**src/rtl/core_ratio_pkg.sv**
```systemverilog
package core_ratio_pkg;
  // divide ratio of a mode: fastest first, the last mode runs slowest
  function automatic int ratio_of(int m, int n_modes, int max_ratio);
    return (m == n_modes - 1) ? max_ratio : m + 1;
  endfunction

  // supply code paired with a mode: highest code for the fastest mode
  function automatic int vcode_of(int m, int n_modes);
    return n_modes - 1 - m;
  endfunction
endpackage

```
**src/rtl/mcr_mode_seq.sv**
```systemverilog
module mcr_mode_seq #(
  parameter int NUM_MODES = 4,
  parameter int MODE_W    = 2
) (
  input  logic              clk,
  input  logic              rst_n,
  input  logic              req_valid,
  input  logic [MODE_W-1:0] req_mode,
  input  logic              boundary,
  output logic              req_ready,
  output logic [MODE_W-1:0] active_mode,
  output logic              switch_now
);
  logic              pend_q;
  logic [MODE_W-1:0] pend_mode_q;
  logic [MODE_W-1:0] mode_q;
  logic              take;

  assign req_ready   = ~pend_q;
  assign take        = req_valid & ~pend_q;
  assign switch_now  = pend_q & boundary;
  assign active_mode = mode_q;

  always_ff @(posedge clk) begin
    if (!rst_n) begin
      pend_q      <= 1'b0;
      pend_mode_q <= '0;
      mode_q      <= '0;
    end else if (switch_now) begin
      mode_q <= pend_mode_q;
      pend_q <= 1'b0;
    end else if (take && (req_mode != mode_q)) begin
      pend_q      <= 1'b1;
      pend_mode_q <= req_mode;
    end
  end
endmodule

```
**src/rtl/mcr_divider.sv**
```systemverilog
module mcr_divider #(
  parameter int MAX_RATIO = 5,
  parameter int SETTLE    = 3,
  parameter int DIV_W     = $clog2(MAX_RATIO + 1)
) (
  input  logic             clk,
  input  logic             rst_n,
  input  logic [DIV_W-1:0] ratio,
  input  logic             switch_now,
  output logic             core_en
);
  localparam int SET_W = $clog2(SETTLE + 2);

  logic [DIV_W-1:0] div_q;
  logic             idle;
  logic             last;

  generate
    if (SETTLE > 0) begin : g_settle
      logic [SET_W-1:0] set_q;
      always_ff @(posedge clk) begin
        if (!rst_n)              set_q <= '0;
        else if (switch_now)     set_q <= SET_W'(SETTLE);
        else if (set_q != '0)    set_q <= set_q - 1'b1;
      end
      assign idle = (set_q == '0);
    end else begin : g_nosettle
      assign idle = 1'b1;
    end
  endgenerate

  assign last    = (div_q == DIV_W'(ratio - 1'b1));
  assign core_en = idle & last;

  always_ff @(posedge clk) begin
    if (!rst_n)                          div_q <= '0;
    else if (switch_now || !idle || last) div_q <= '0;
    else                                 div_q <= div_q + 1'b1;
  end
endmodule

```
**src/rtl/mcr_residency.sv**
```systemverilog
module mcr_residency #(
  parameter int NUM_MODES = 4,
  parameter int MODE_W    = 2,
  parameter int CNT_W     = 32
) (
  input  logic              clk,
  input  logic              rst_n,
  input  logic              tick,
  input  logic [MODE_W-1:0] mode,
  input  logic [MODE_W-1:0] rd_sel,
  output logic [CNT_W-1:0]  rd_data
);
  logic [CNT_W-1:0] cnt [NUM_MODES];

  generate
    for (genvar g = 0; g < NUM_MODES; g++) begin : g_cnt
      always_ff @(posedge clk) begin
        if (!rst_n)
          cnt[g] <= '0;
        else if (tick && (mode == MODE_W'(g)) && (cnt[g] != '1))
          cnt[g] <= cnt[g] + 1'b1;
      end
    end
  endgenerate

  always_comb begin
    rd_data = '0;
    for (int i = 0; i < NUM_MODES; i++)
      if (rd_sel == MODE_W'(i)) rd_data = cnt[i];
  end
endmodule

```
**src/rtl/core_ratio_ctrl.sv**
```systemverilog
module core_ratio_ctrl #(
  parameter int NUM_MODES = 4,
  parameter int MAX_RATIO = 5,
  parameter int SETTLE    = 3,
  parameter int CNT_W     = 32,
  parameter int VCODE_W   = 3,
  parameter int MODE_W    = $clog2(NUM_MODES)
) (
  input  logic               clk,
  input  logic               rst_n,
  input  logic               req_valid,
  output logic               req_ready,
  input  logic [MODE_W-1:0]  req_mode,
  output logic               core_en,
  output logic [MODE_W-1:0]  active_mode,
  output logic [VCODE_W-1:0] vdd_code,
  input  logic [MODE_W-1:0]  rd_sel,
  output logic [CNT_W-1:0]   rd_data
);
  import core_ratio_pkg::*;

  localparam int DIV_W = $clog2(MAX_RATIO + 1);

  logic [DIV_W-1:0] act_ratio;
  logic             switch_now;

  assign act_ratio = DIV_W'(ratio_of(int'(active_mode), NUM_MODES, MAX_RATIO));
  assign vdd_code  = VCODE_W'(vcode_of(int'(active_mode), NUM_MODES));

  mcr_mode_seq #(.NUM_MODES(NUM_MODES), .MODE_W(MODE_W)) u_seq (
    .clk(clk), .rst_n(rst_n), .req_valid(req_valid), .req_mode(req_mode),
    .boundary(core_en), .req_ready(req_ready), .active_mode(active_mode),
    .switch_now(switch_now)
  );

  mcr_divider #(.MAX_RATIO(MAX_RATIO), .SETTLE(SETTLE), .DIV_W(DIV_W)) u_div (
    .clk(clk), .rst_n(rst_n), .ratio(act_ratio), .switch_now(switch_now),
    .core_en(core_en)
  );

  mcr_residency #(.NUM_MODES(NUM_MODES), .MODE_W(MODE_W), .CNT_W(CNT_W)) u_res (
    .clk(clk), .rst_n(rst_n), .tick(core_en), .mode(active_mode),
    .rd_sel(rd_sel), .rd_data(rd_data)
  );
endmodule

```
**config.mk**
```make
export PLATFORM = sky130hd
export DESIGN_NAME = core_ratio_ctrl
export DESIGN_NICKNAME = d
export VERILOG_FILES = /design/src/rtl/core_ratio_pkg.sv /design/src/rtl/mcr_mode_seq.sv /design/src/rtl/mcr_divider.sv /design/src/rtl/mcr_residency.sv /design/src/rtl/core_ratio_ctrl.sv
export SDC_FILE = /design/constraint.sdc
export NUM_CORES = 1
export LEC_CHECK = 0
export BUFFER_PORTS_ARGS = -buffer_cell sky130_fd_sc_hd__clkbuf_2
export CORE_MARGIN = 1.5
export CORE_UTILIZATION = 40
export DETAILED_ROUTE_END_ITERATION = 8
export SLEW_MARGIN = 10
export SYNTH_ARGS = -nofsm -noshare
export SYNTH_HDL_FRONTEND = slang
export SYNTH_SLANG_ARGS = --single-unit
```
**constraint.sdc**
```tcl
create_clock -name clk -period 11.25 [get_ports clk]
set_input_delay 3.375 -clock clk [delete_from_list [all_inputs] [get_ports clk]]
set_output_delay 3.375 -clock clk [all_outputs]
set_load 0.1 [all_outputs]
```
==> results.md, run 1 <==
STA:
- The final hold violation count is 0.
- Summed over all failing endpoints, the final setup total negative slack is 0 ps.
- At the pin with the least slew margin, the transition time is 1080 ps.
- The worst path in the final design needs a cycle of between 8000 and 9000 ps, including I/O delays and setup.
- The maximum clock frequency is approximately 120 MHz.
- The worst clock skew on the final layout is roughly 12 ps.
- Final hold analysis gives a worst-case slack of approximately 460 ps.
- After layout, the worst path uses 74.5% of the clock period.
- The max-slew violation total from the final report is 0.
- Setup repair after global routing left no endpoint under its margin.
- In this run the tightest slew margin relative to its limit is 27.5%.
- Setup violations remaining at the end of the flow were counted as 0.

GRT:
- Global routing used between 10% and 20% of the available tracks.
- The largest net degree at the start of global routing is 33.
- The initial antenna violation count came to 0.
- The number of global-route vias before repair came to around 5,600.
- Summed over all layers, the global routing overflow is 0.
- The wire length of the first global-routing pass is around 33 mm.

Synthesis:
- Synthesis produced 756 cells.
- Synthesis produced a netlist with a net count of 770.
- The proportion of synthesized area in mux cells is a little under a tenth.
- The share of the synthesized area in the top cell type is 46.1%.
- Synthesis inferred about 140 register bits.
- The synthesized-area fraction occupied by xor and xnor cells is 12.7%.
- The netlist area before placement is 8340 sq um.
- The biggest area consumer among synthesized cells is sky130_fd_sc_hd__edfxtp_1.
- After synthesis, the share of flip-flops with an asynchronous set or reset is 0%.
- The synthesized area divided by synthesized cell count is 11.0 sq um.
- The share of the Yosys chip area taken by registers is 48.7%.
- The Yosys step of the flow raised 0 warnings.
- Sorting the synthesized cells by area gives the leading types as sky130_fd_sc_hd__edfxtp_1 46%, sky130_fd_sc_hd__xor2_1 8.7%, sky130_fd_sc_hd__mux4_2 8.6%.
- The distinct cell type count after synthesis is 49.
- Of the total synthesized cell area, the portion taken by full adders, half adders and majority gates is 1.05%.
- Yosys mapped a number of flops with a built-in enable equal to 128.
- The compound-gate portion of the synthesized area is approximately 1.9%.
- After synthesis, the largest family of logic cells by area is simple AND/OR/NAND/NOR gates.
- Of the total synthesized cell area, the portion taken by AND, OR, NAND and NOR gates is roughly a quarter.
- The most common flop cell mapped by yosys is sky130_fd_sc_hd__edfxtp_1.

Power and ir drop:
- Registers are responsible for about 44% of the overall power.
- The fraction of power spent switching nets is 37.7%.
- VDD sags by at most 0.0957 mV.
- In this run the power spent charging and discharging nets is about 680 uW.
- The internal power of the cells totals 1.12 mW.
- The total power after layout is 1.80 mW.
- The power per cell area is 191 nW/um^2.
- The clock share of power is 31.3%.
- In this run, the combinational gates consume 25.0% of the power.
- For this design the static power due to leakage is 3.13 nW.

Finish:
- The number of antenna diodes in the final layout is 0.
- Measured on the finished design, the core utilization comes to 46.2%.
- The layout has between 1,500 and 2,000 filler cells.
- Of the cells placed in the final design, the portion with a size suffix greater than 1 is 17.4%.
- From synthesis to final layout, the design area changed by 12.8%.
- The number of nets in the final layout is 810.
- The count of placed standard cells in the final layout, fillers left out is 1,079.

Critical path:
- Walking the worst path, the cells encountered are clkbuf_2 > mux4_2 > clkbuf_2.
- The maximum fanout encountered on the critical timing path is 32.
- The critical path required time is roughly 7900 ps.
- The delay of the slowest cell on the worst path is 630 ps.
- On the critical path, the stage with the largest delay is an instance of sky130_fd_sc_hd__clkbuf_2.
- The worst setup path is of the input port to output pin kind.
- The worst path arrival time is 5000 ps.
- The startpoint kind of the worst setup timing path is an input port.
- The cell that appears most often on the critical path is sky130_fd_sc_hd__clkbuf_2.
- The capturing element type of the critical path is an output pin.

Clock network:
- The number of gates resized after CTS was 0.
- The maximum buffer depth of the clock tree is 2.
- Once the clock tree was built, the setup fixing pass inserted 0 buffers.
- After clock tree synthesis, the clock-pin slew on the worst setup and hold paths is 60 ps.
- The H-tree was split into 4 levels.
- In this run, post-CTS hold repair placed 0 buffers.
- The cell at the root of the clock tree is sky130_fd_sc_hd__clkbuf_16.
- The clock drives 139 sinks.
- The number of clock buffers added by TritonCTS is 17.
- TritonCTS built the clock tree.
- The later pin in the worst-skew pair is clocked with a latency of 430 ps.

Drt:
- The number of iterations in the first detailed-routing pass is 5.
- The remaining antenna violation count is 0.
- After detailed routing, the average wire length per cell comes to 19.0 um.
- After detailed routing, the number of remaining DRC violations is 0.
- The violation count after the first detailed-route iteration is around 550.
- Dividing the detail-routed via count by the number of cells gives about 5.5.
- The routed layout has between 5,000 and 6,000 vias.
- The final wirelength is 20.5 mm.

Placed design:
- In this run the tool buffered the top-level ports with 44 buffer cells.
- At the end of routability-driven placement, the weighted congestion stood at 0.851.
- The post-placement cell count is 1,047.
- The HPWL after detailed placement is between 15 and 20 mm.

Die:
- The total core area is 20,400 sq um.
- The initial utilization of the core area, before any placement, comes to approximately two fifths.
- The floorplan has 52 rows.
- The number of placed I/O pins is 46.
- The width of the chip is 147 um.
- Measured along the y axis, the die boundary spans 147 um.
- The floorplan step defined a die boundary enclosing around 22,000 sq um.

Run status:
- The run finished with clean final reports.

Worst hold path:
- The path class of the lowest-slack min-delay path is flop to flop.

Run:
- The max-cap check violation count is 0.
## worst max-delay path, delay by kind of cell
family	cells	cell delay [ps]
buffers and inverters	2	1010
multiplexers	1	590
## cell type report
class | count | area (sq um) | area share, %
flip-flops and latches | 139 | 4060 | 43.2
multi-input cells | 568 | 4060 | 43.2
clock buffers | 18 | 429 | 4.56
well taps | 270 | 338 | 3.59
repair buffers | 54 | 295 | 3.14
clock inverters | 14 | 159 | 1.69
inverters | 16 | 60.1 | 0.639
## cell usage in the layout (no fill, tap or decap), types with 3 or more instances in the layout
| cell | count |
|---|---|
| sky130_fd_sc_hd__buf_4 | 10 |
| sky130_fd_sc_hd__edfxtp_1 | 128 |
| sky130_fd_sc_hd__and4_1 | 15 |
| sky130_fd_sc_hd__mux2i_1 | 6 |
| sky130_fd_sc_hd__clkbuf_2 | 44 |
| sky130_fd_sc_hd__nor3b_1 | 4 |
| sky130_fd_sc_hd__inv_1 | 16 |
| sky130_fd_sc_hd__nor2_2 | 10 |
| sky130_fd_sc_hd__o21ai_2 | 3 |
| sky130_fd_sc_hd__inv_6 | 6 |
| sky130_fd_sc_hd__nand2_1 | 43 |
| sky130_fd_sc_hd__nor2b_1 | 9 |
| sky130_fd_sc_hd__clkbuf_16 | 17 |
| sky130_fd_sc_hd__nand4_1 | 44 |
| sky130_fd_sc_hd__nor2_1 | 137 |
| sky130_fd_sc_hd__nor4_2 | 4 |
| sky130_fd_sc_hd__nand3_1 | 54 |
| sky130_fd_sc_hd__xor2_1 | 83 |
| sky130_fd_sc_hd__nor3_1 | 9 |
| sky130_fd_sc_hd__nand4b_1 | 3 |
| sky130_fd_sc_hd__ha_1 | 7 |
| sky130_fd_sc_hd__nor4_1 | 8 |
| sky130_fd_sc_hd__mux4_2 | 32 |
| sky130_fd_sc_hd__and3_1 | 26 |
| sky130_fd_sc_hd__dfxtp_1 | 11 |
| sky130_fd_sc_hd__xnor2_1 | 38 |
| sky130_fd_sc_hd__and2_1 | 5 |
| sky130_fd_sc_hd__clkinvlp_4 | 5 |
## registers in the layout (all words and copies together), names as in the netlist
| name | flops |
|---|---|
| u_res.cnt | 128 |
| u_seq.pend_mode_q | 2 |
| u_seq.active_mode | 2 |
| u_div.g_settle.set_q | 3 |
| u_div.div_q | 3 |
| u_seq.pend_q | 1 |
## per-layer routing
metal | part of all wire, % | track usage, % | vias to the layer above
met5 | 0 | 0 | -
met4 | 2.8 | 8.90 | 0
met3 | 4.9 | 3.58 | 36
met2 | 47 | 30.1 | 163
met1 | 46 | 27.7 | 2942
li1 | - | - | 2846
## cells by family (layout without fill, tap and decap cells)
| family | after synthesis | count (layout) |
|---|---|---|
| AO/OA/AOI/OAI | 20 | 20 |
| XOR/XNOR | 121 | 121 |
| adder cells (fa/ha/maj) | 7 | 7 |
| buffers and inverters | 49 | 102 |
| flip-flops | 139 | 139 |
| multiplexers | 38 | 38 |
| other | 1 | 1 |
| AND/OR/NAND/NOR | 381 | 381 |
## power by group through the flow
stage          logic, mW  clock network [mW]  registers, mW
2_1_floorplan      0.386                   0          0.746
3_3_place_gp       0.448                   0          0.791
3_5_place_dp       0.453                   0          0.789
4_1_cts            0.452               0.570          0.781
5_1_grt            0.480               0.593          0.795
6_report           0.448               0.563          0.785
## synthesized netlist by cell type (2+ instances only)
cell type / instances
sky130_fd_sc_hd__nor2_1: 137
sky130_fd_sc_hd__edfxtp_1: 128
sky130_fd_sc_hd__xor2_1: 83
sky130_fd_sc_hd__nand3_1: 54
sky130_fd_sc_hd__nand4_1: 44
sky130_fd_sc_hd__nand2_1: 43
sky130_fd_sc_hd__xnor2_1: 38
sky130_fd_sc_hd__mux4_2: 32
sky130_fd_sc_hd__and3_1: 26
sky130_fd_sc_hd__inv_1: 16
sky130_fd_sc_hd__and4_1: 15
sky130_fd_sc_hd__clkbuf_1: 15
sky130_fd_sc_hd__dfxtp_1: 11
sky130_fd_sc_hd__nor2_2: 10
sky130_fd_sc_hd__nor2b_1: 9
sky130_fd_sc_hd__nor3_1: 9
sky130_fd_sc_hd__nor4_1: 8
sky130_fd_sc_hd__buf_2: 7
sky130_fd_sc_hd__ha_1: 7
sky130_fd_sc_hd__mux2i_1: 6
sky130_fd_sc_hd__and2_1: 5
sky130_fd_sc_hd__buf_4: 5
sky130_fd_sc_hd__o21ai_0: 5
sky130_fd_sc_hd__buf_6: 4
sky130_fd_sc_hd__nor3b_1: 4
sky130_fd_sc_hd__nor4_2: 4
sky130_fd_sc_hd__nand4b_1: 3
sky130_fd_sc_hd__a21oi_1: 2
sky130_fd_sc_hd__buf_1: 2
sky130_fd_sc_hd__nand2b_1: 2
sky130_fd_sc_hd__nand3b_1: 2
sky130_fd_sc_hd__o31ai_1: 2
sky130_fd_sc_hd__or4_1: 2
## per-stage QoR
step | cell area, sq um | worst slack, ps
floorplan | 8340 | 2890
global placement | 8820 | 2870
detailed placement | 8820 | 2860
CTS | 9400 | 2860
global route | 9400 | 2800
finish | 9400 | 2870
## worst paths after layout
kind | cells past startpoint | to | startpoint | slack [ps]
worst max-delay path | 3 | rd_data[0] | rd_sel[0] | 2870
worst min-delay path | 2 | u_div.g_settle.set_q[1] | u_div.g_settle.set_q[1] | 460
worst max register to register | 7 | u_res.cnt[3][12] | u_res.cnt[3][0] | 8080
worst min register to register | 2 | u_div.g_settle.set_q[1] | u_div.g_settle.set_q[1] | 460
No activity file was read; power rests on OpenSTA's default activity.
==> run 2: changes to the inputs <==
Settings changed: ABC_AREA set to 1.
Clock period 11.25 ns to 8 ns, I/O delays scaled along.
==> run 2 against run 1 <==
  * Worst setup slack got worse by 2300 ps
  * Final cell count increased by 51%
  * Clock power increased by 48%
  * Routed wire length increased by 40%
  * Total power increased by 46%
  * Area after synthesis increased by 14%
  * First-iteration DRC count increased by 60%
  * Flip-flop and latch count unchanged
  * Sequential share of layout area decreased by 5.0 points
  * Clock skew increased by 2.8 ps
  * Critical path type unchanged
==> results.md, run 2 <==
Drt:
- The remaining antenna violation count came to 0 (unchanged).
- The number of iterations in the first detailed-routing pass is 6 (+1).
- The number of vias per cell after detailed routing is 5.24 (-5.6%).
- The average routed wire per standard cell is 17.7 um (-7.1%).
- The final wirelength was 28.8 mm (+40%).
- The post-detailed-route DRC marker count is 0 (unchanged).
- The violation count after the first detailed-route iteration is 873 (+60%).
- The routed via count is 8,519 (+42%).

STA:
- The transition time of the tightest slew-check pin is 1090 ps (+10.3 ps).
- In the finished design, the share of the clock period the worst path needs comes to about 93%.
- The final setup TNS came to 0 ps (unchanged).
- The time the worst path needs with I/O delays and setup is around 7500 ps.
- Setup repair after global routing left no endpoint under its margin.
- The max-slew violation total from the final report came to 0 (unchanged).
- The total setup violations reported at the end of the flow came to 0 (unchanged).
- The final hold violation count is 0 (unchanged).
- The worst clock skew on the final layout is 15.2 ps (+2.82 ps).
- The worst max-slew margin expressed relative to the limit was 27.2% (-0.26 points).
- Derived from the worst setup path, the maximum achievable clock frequency is 134 MHz.
- The minimum hold slack was 463 ps (+0.800 ps).

Critical path:
- The delay of the slowest cell on the worst path was 710 ps (+80 ps).
- The maximum fanout encountered on the critical timing path came to 23 (-28%).
- The slowest stage cell on the critical path is sky130_fd_sc_hd__clkinv_1.
- The startpoint kind of the worst setup timing path is an input port.
- The path depth of the worst reg2reg path is 8 (+1).
- The worst path arrival time is 5060 ps (+60 ps).
- The most frequent cell on the critical path is sky130_fd_sc_hd__clkbuf_2.
- The critical path required time is 5600 ps (-2280 ps).
- The endpoint identified for the worst register-to-register timing path is u_res.cnt[1][17].
- The capturing element of the worst setup path is rd_data[19].
- Traced cell by cell, the critical path runs through clkbuf_2 > nand2_1 > clkinv_1 > a221oi_1 > a22oi_1 > clkbuf_2.
- By startpoint and endpoint, the worst setup path is classified as input port to output pin.
- The register-to-register path setup slack came to 5130 ps (-2950 ps).
- The startpoint of the worst-slack reg-to-reg timing path is u_res.cnt[1][0].
- In this run the worst setup path begins at rd_sel[0].
- The capturing element type of the critical path is an output pin.

Finish:
- The area growth from synthesis to layout is 11.4%.
- The library cell used most frequently in the layout, excluding fill and tap cells, is sky130_fd_sc_hd__nand2_1.
- In the layout the commonest cells are 298 x sky130_fd_sc_hd__nand2_1, 227 x sky130_fd_sc_hd__nor2_1, 165 x sky130_fd_sc_hd__inv_1, 128 x sky130_fd_sc_hd__edfxtp_1, 63 x sky130_fd_sc_hd__nand3_1.
- The total area of multi-input combinational cells is 4640 sq um (+14%).
- The flip-flop count of the largest register, all copies and words added is 128 (unchanged).
- The filler cell count is 2,428 (+29%).
- The share of post-route cells with drive strength above 1 was 11.6% (-5.8 points).
- In the final layout, the registers with the most flip-flops are u_res.cnt (128), u_div.div_q (3), u_div.g_settle.set_q (3).
- The final antenna diode count came to 0 (unchanged).
- The number of nets in the final layout came to 1,308 (+61%).
- The flip-flop and latch area is 4060 sq um (unchanged).
- The register with the most flip-flops in the final layout is u_res.cnt.

GRT:
- The wire length of the first global-routing pass came to 44.8 mm (+37%).
- The initial antenna violation count is 2 (+2).
- The largest net degree at the start of global routing is 33 (unchanged).
- The number of global-route vias before repair was 7,900 (+41%).
- The total grt overflow was 0 (unchanged).
- The combined global-route utilization of all metal layers was 24.2% (+4.4 points).

Synthesis:
- The share of the yosys chip area belonging to registers is 42.6% (-6.1 points).
- The synthesized net count was 1,269 (+65%).
- The number of instances in the synthesized netlist is 1,255 (+66%).
- The distinct cell type count after synthesis was 38 (-22%).
- The number of synthesized register bits is 139 (unchanged).
- The commonest cells after synthesis are 298 x sky130_fd_sc_hd__nand2_1, 228 x sky130_fd_sc_hd__nor2_1, 165 x sky130_fd_sc_hd__inv_1, 128 x sky130_fd_sc_hd__edfxtp_1, 63 x sky130_fd_sc_hd__nand3_1.
- The most frequent cell after synthesis is sky130_fd_sc_hd__nand2_1.
- The biggest area consumer among synthesized cells is sky130_fd_sc_hd__edfxtp_1.
- The count of synthesis-stage warnings from yosys is 0 (unchanged).
- The share of the synthesized area in the top cell type came to 40.3% (-5.8 points).
- The number of enable flip-flop cells after synthesis is 128 (unchanged).
- The netlist area before placement was 9540 sq um (+14%).
- The most common flop cell mapped by yosys is sky130_fd_sc_hd__edfxtp_1.
- The proportion of register bits with asynchronous set or reset after synthesis is 0% (unchanged).
- Sorting the synthesized cells by area gives the leading types as sky130_fd_sc_hd__edfxtp_1 40%, sky130_fd_sc_hd__nand2_1 12%, sky130_fd_sc_hd__nor2_1 9.0%.
- The synthesized area divided by synthesized cell count was 7.60 sq um (-31%).

Power and ir drop:
- The leakage power is 4.02 nW (+29%).
- The power per cell area is 247 nW/um^2 (+29%).
- The maximum resistive drop on vdd came to 0.120 mV (+26%).

Clock network:
- The count of cells resized by post-cts repair came to 0 (unchanged).
- The post-cts hold buffer count is 0 (unchanged).
- The clock insertion delay at the later pin of the skew report was 440 ps (about the same).
- The clock transition at the registers of the reported paths came to 60 ps (about the same).
- The post-CTS setup buffer count came to 0 (unchanged).
- The maximum buffer depth of the clock tree is 2 (unchanged).
- The level count of the clock H-tree came to 4 (unchanged).
- The number of buffers created by CTS is 17 (unchanged).
- The number of clock sinks seen by CTS is 139 (unchanged).
- The cell at the root of the clock tree is sky130_fd_sc_hd__clkbuf_16.
- TritonCTS built the clock tree.

Placed design:
- The final RePlAce weighted congestion is 0.949 (+11%).
- The sum of net half-perimeters after detailed placement is 22.4 mm (+48%).
- The number of buffer cells added on primary ports is 44 (unchanged).

Die:
- The initial core utilization is 40.8% (-0.19 points).
- The vertical die dimension is 157 um (+6.8%).
- The die footprint was 24,800 sq um (+14%).
- The number of placement rows is 56 (+7.7%).
- The number of placed I/O pins is 46 (unchanged).
- The width of the chip is 157 um (+6.8%).
- The total core area is 23,400 sq um (+15%).

Worst hold path:
- The path class of the lowest-slack min-delay path is flop to flop.

Run status:
- The flow ran to the end, and the final reports show no timing, DRC or antenna violations.

Run:
- The max-cap check violation count is 0 (unchanged).
run 2: how the worst min path moves through the flow:
stage	from	end	slack, ps	cells after the start
global placement	u_div.div_q[0]	u_div.div_q[0]	450	1
detailed placement	u_seq.pend_mode_q[1]	u_seq.active_mode[1]	460	2
floorplan	u_div.div_q[0]	u_div.div_q[0]	430	1
CTS	u_seq.pend_mode_q[1]	u_seq.active_mode[1]	470	2
finish	u_seq.pend_mode_q[0]	u_seq.active_mode[0]	460	2
global route	u_seq.pend_mode_q[0]	u_seq.active_mode[0]	480	2
run 2: layer usage:
metal / up-vias / track usage (%) / wire [um] / part of all wire (%)
met3: 45 / 5.81 / 2490 / 8.6
met5: - / 0 / 9 / 0.031
li1: 4144 / - / - / -
met1: 4003 / 33.5 / 12900 / 45
met4: 2 / 7.50 / 704 / 2.4
met2: 325 / 37.1 / 12700 / 44
run 2: per-stage QoR:
stage	instance area, sq um	utilization (%)	total power [mW]	setup WS [ps]	std cells
global placement	10000	42.8	1.79	841	1594
global route	10600	45.4	2.72	437	1626
finish	10600	45.4	2.62	536	1626
CTS	10600	45.4	2.62	673	1626
floorplan	9540	-	1.59	811	1255
detailed placement	10000	42.8	1.80	662	1594
run 2: kinds of logic (layout without fill, tap and decap cells):
family	Yosys count	after routing	synth area share, %
and+or+nand+nor	734	734	34.1
buffers and inverters	199	251	8.77
DFF	139	139	42.6
AOI/OAI and AO/OA	92	92	5.99
xor gates and xnor gates	83	83	7.62
adders and majority gates	7	7	0.918
other	1	1	0.0393
run 2: worst max-delay path: cells and delay by family:
| family | cells | cell delay (ps) |
|---|---|---|
| AOI/OAI and AO/OA | 2 | 680 |
| buffers and inverters | 3 | 1360 |
| and+or+nand+nor | 1 | 610 |
run 2: final cells by class:
| cell class | instances | area share [%] |
|---|---|---|
| Multi-Input combinational cell | 917 | 43.7 |
| Inverter | 169 | 5.97 |
| Clock buffer | 27 | 5.45 |
| Tap cell | 319 | 3.76 |
| Sequential cell | 139 | 38.3 |
| Timing Repair Buffer | 50 | 2.50 |
| Clock inverter | 5 | 0.353 |
run 2: power breakdown:
| part | total [mW] | switching (mW) | internal [mW] |
|---|---|---|---|
| logic | 0.692 | 0.547 | 0.145 |
| clock network | 0.832 | 0.331 | 0.501 |
| registers | 1.10 | 0.165 | 0.935 |
| total | 2.62 | 1.04 | 1.58 |
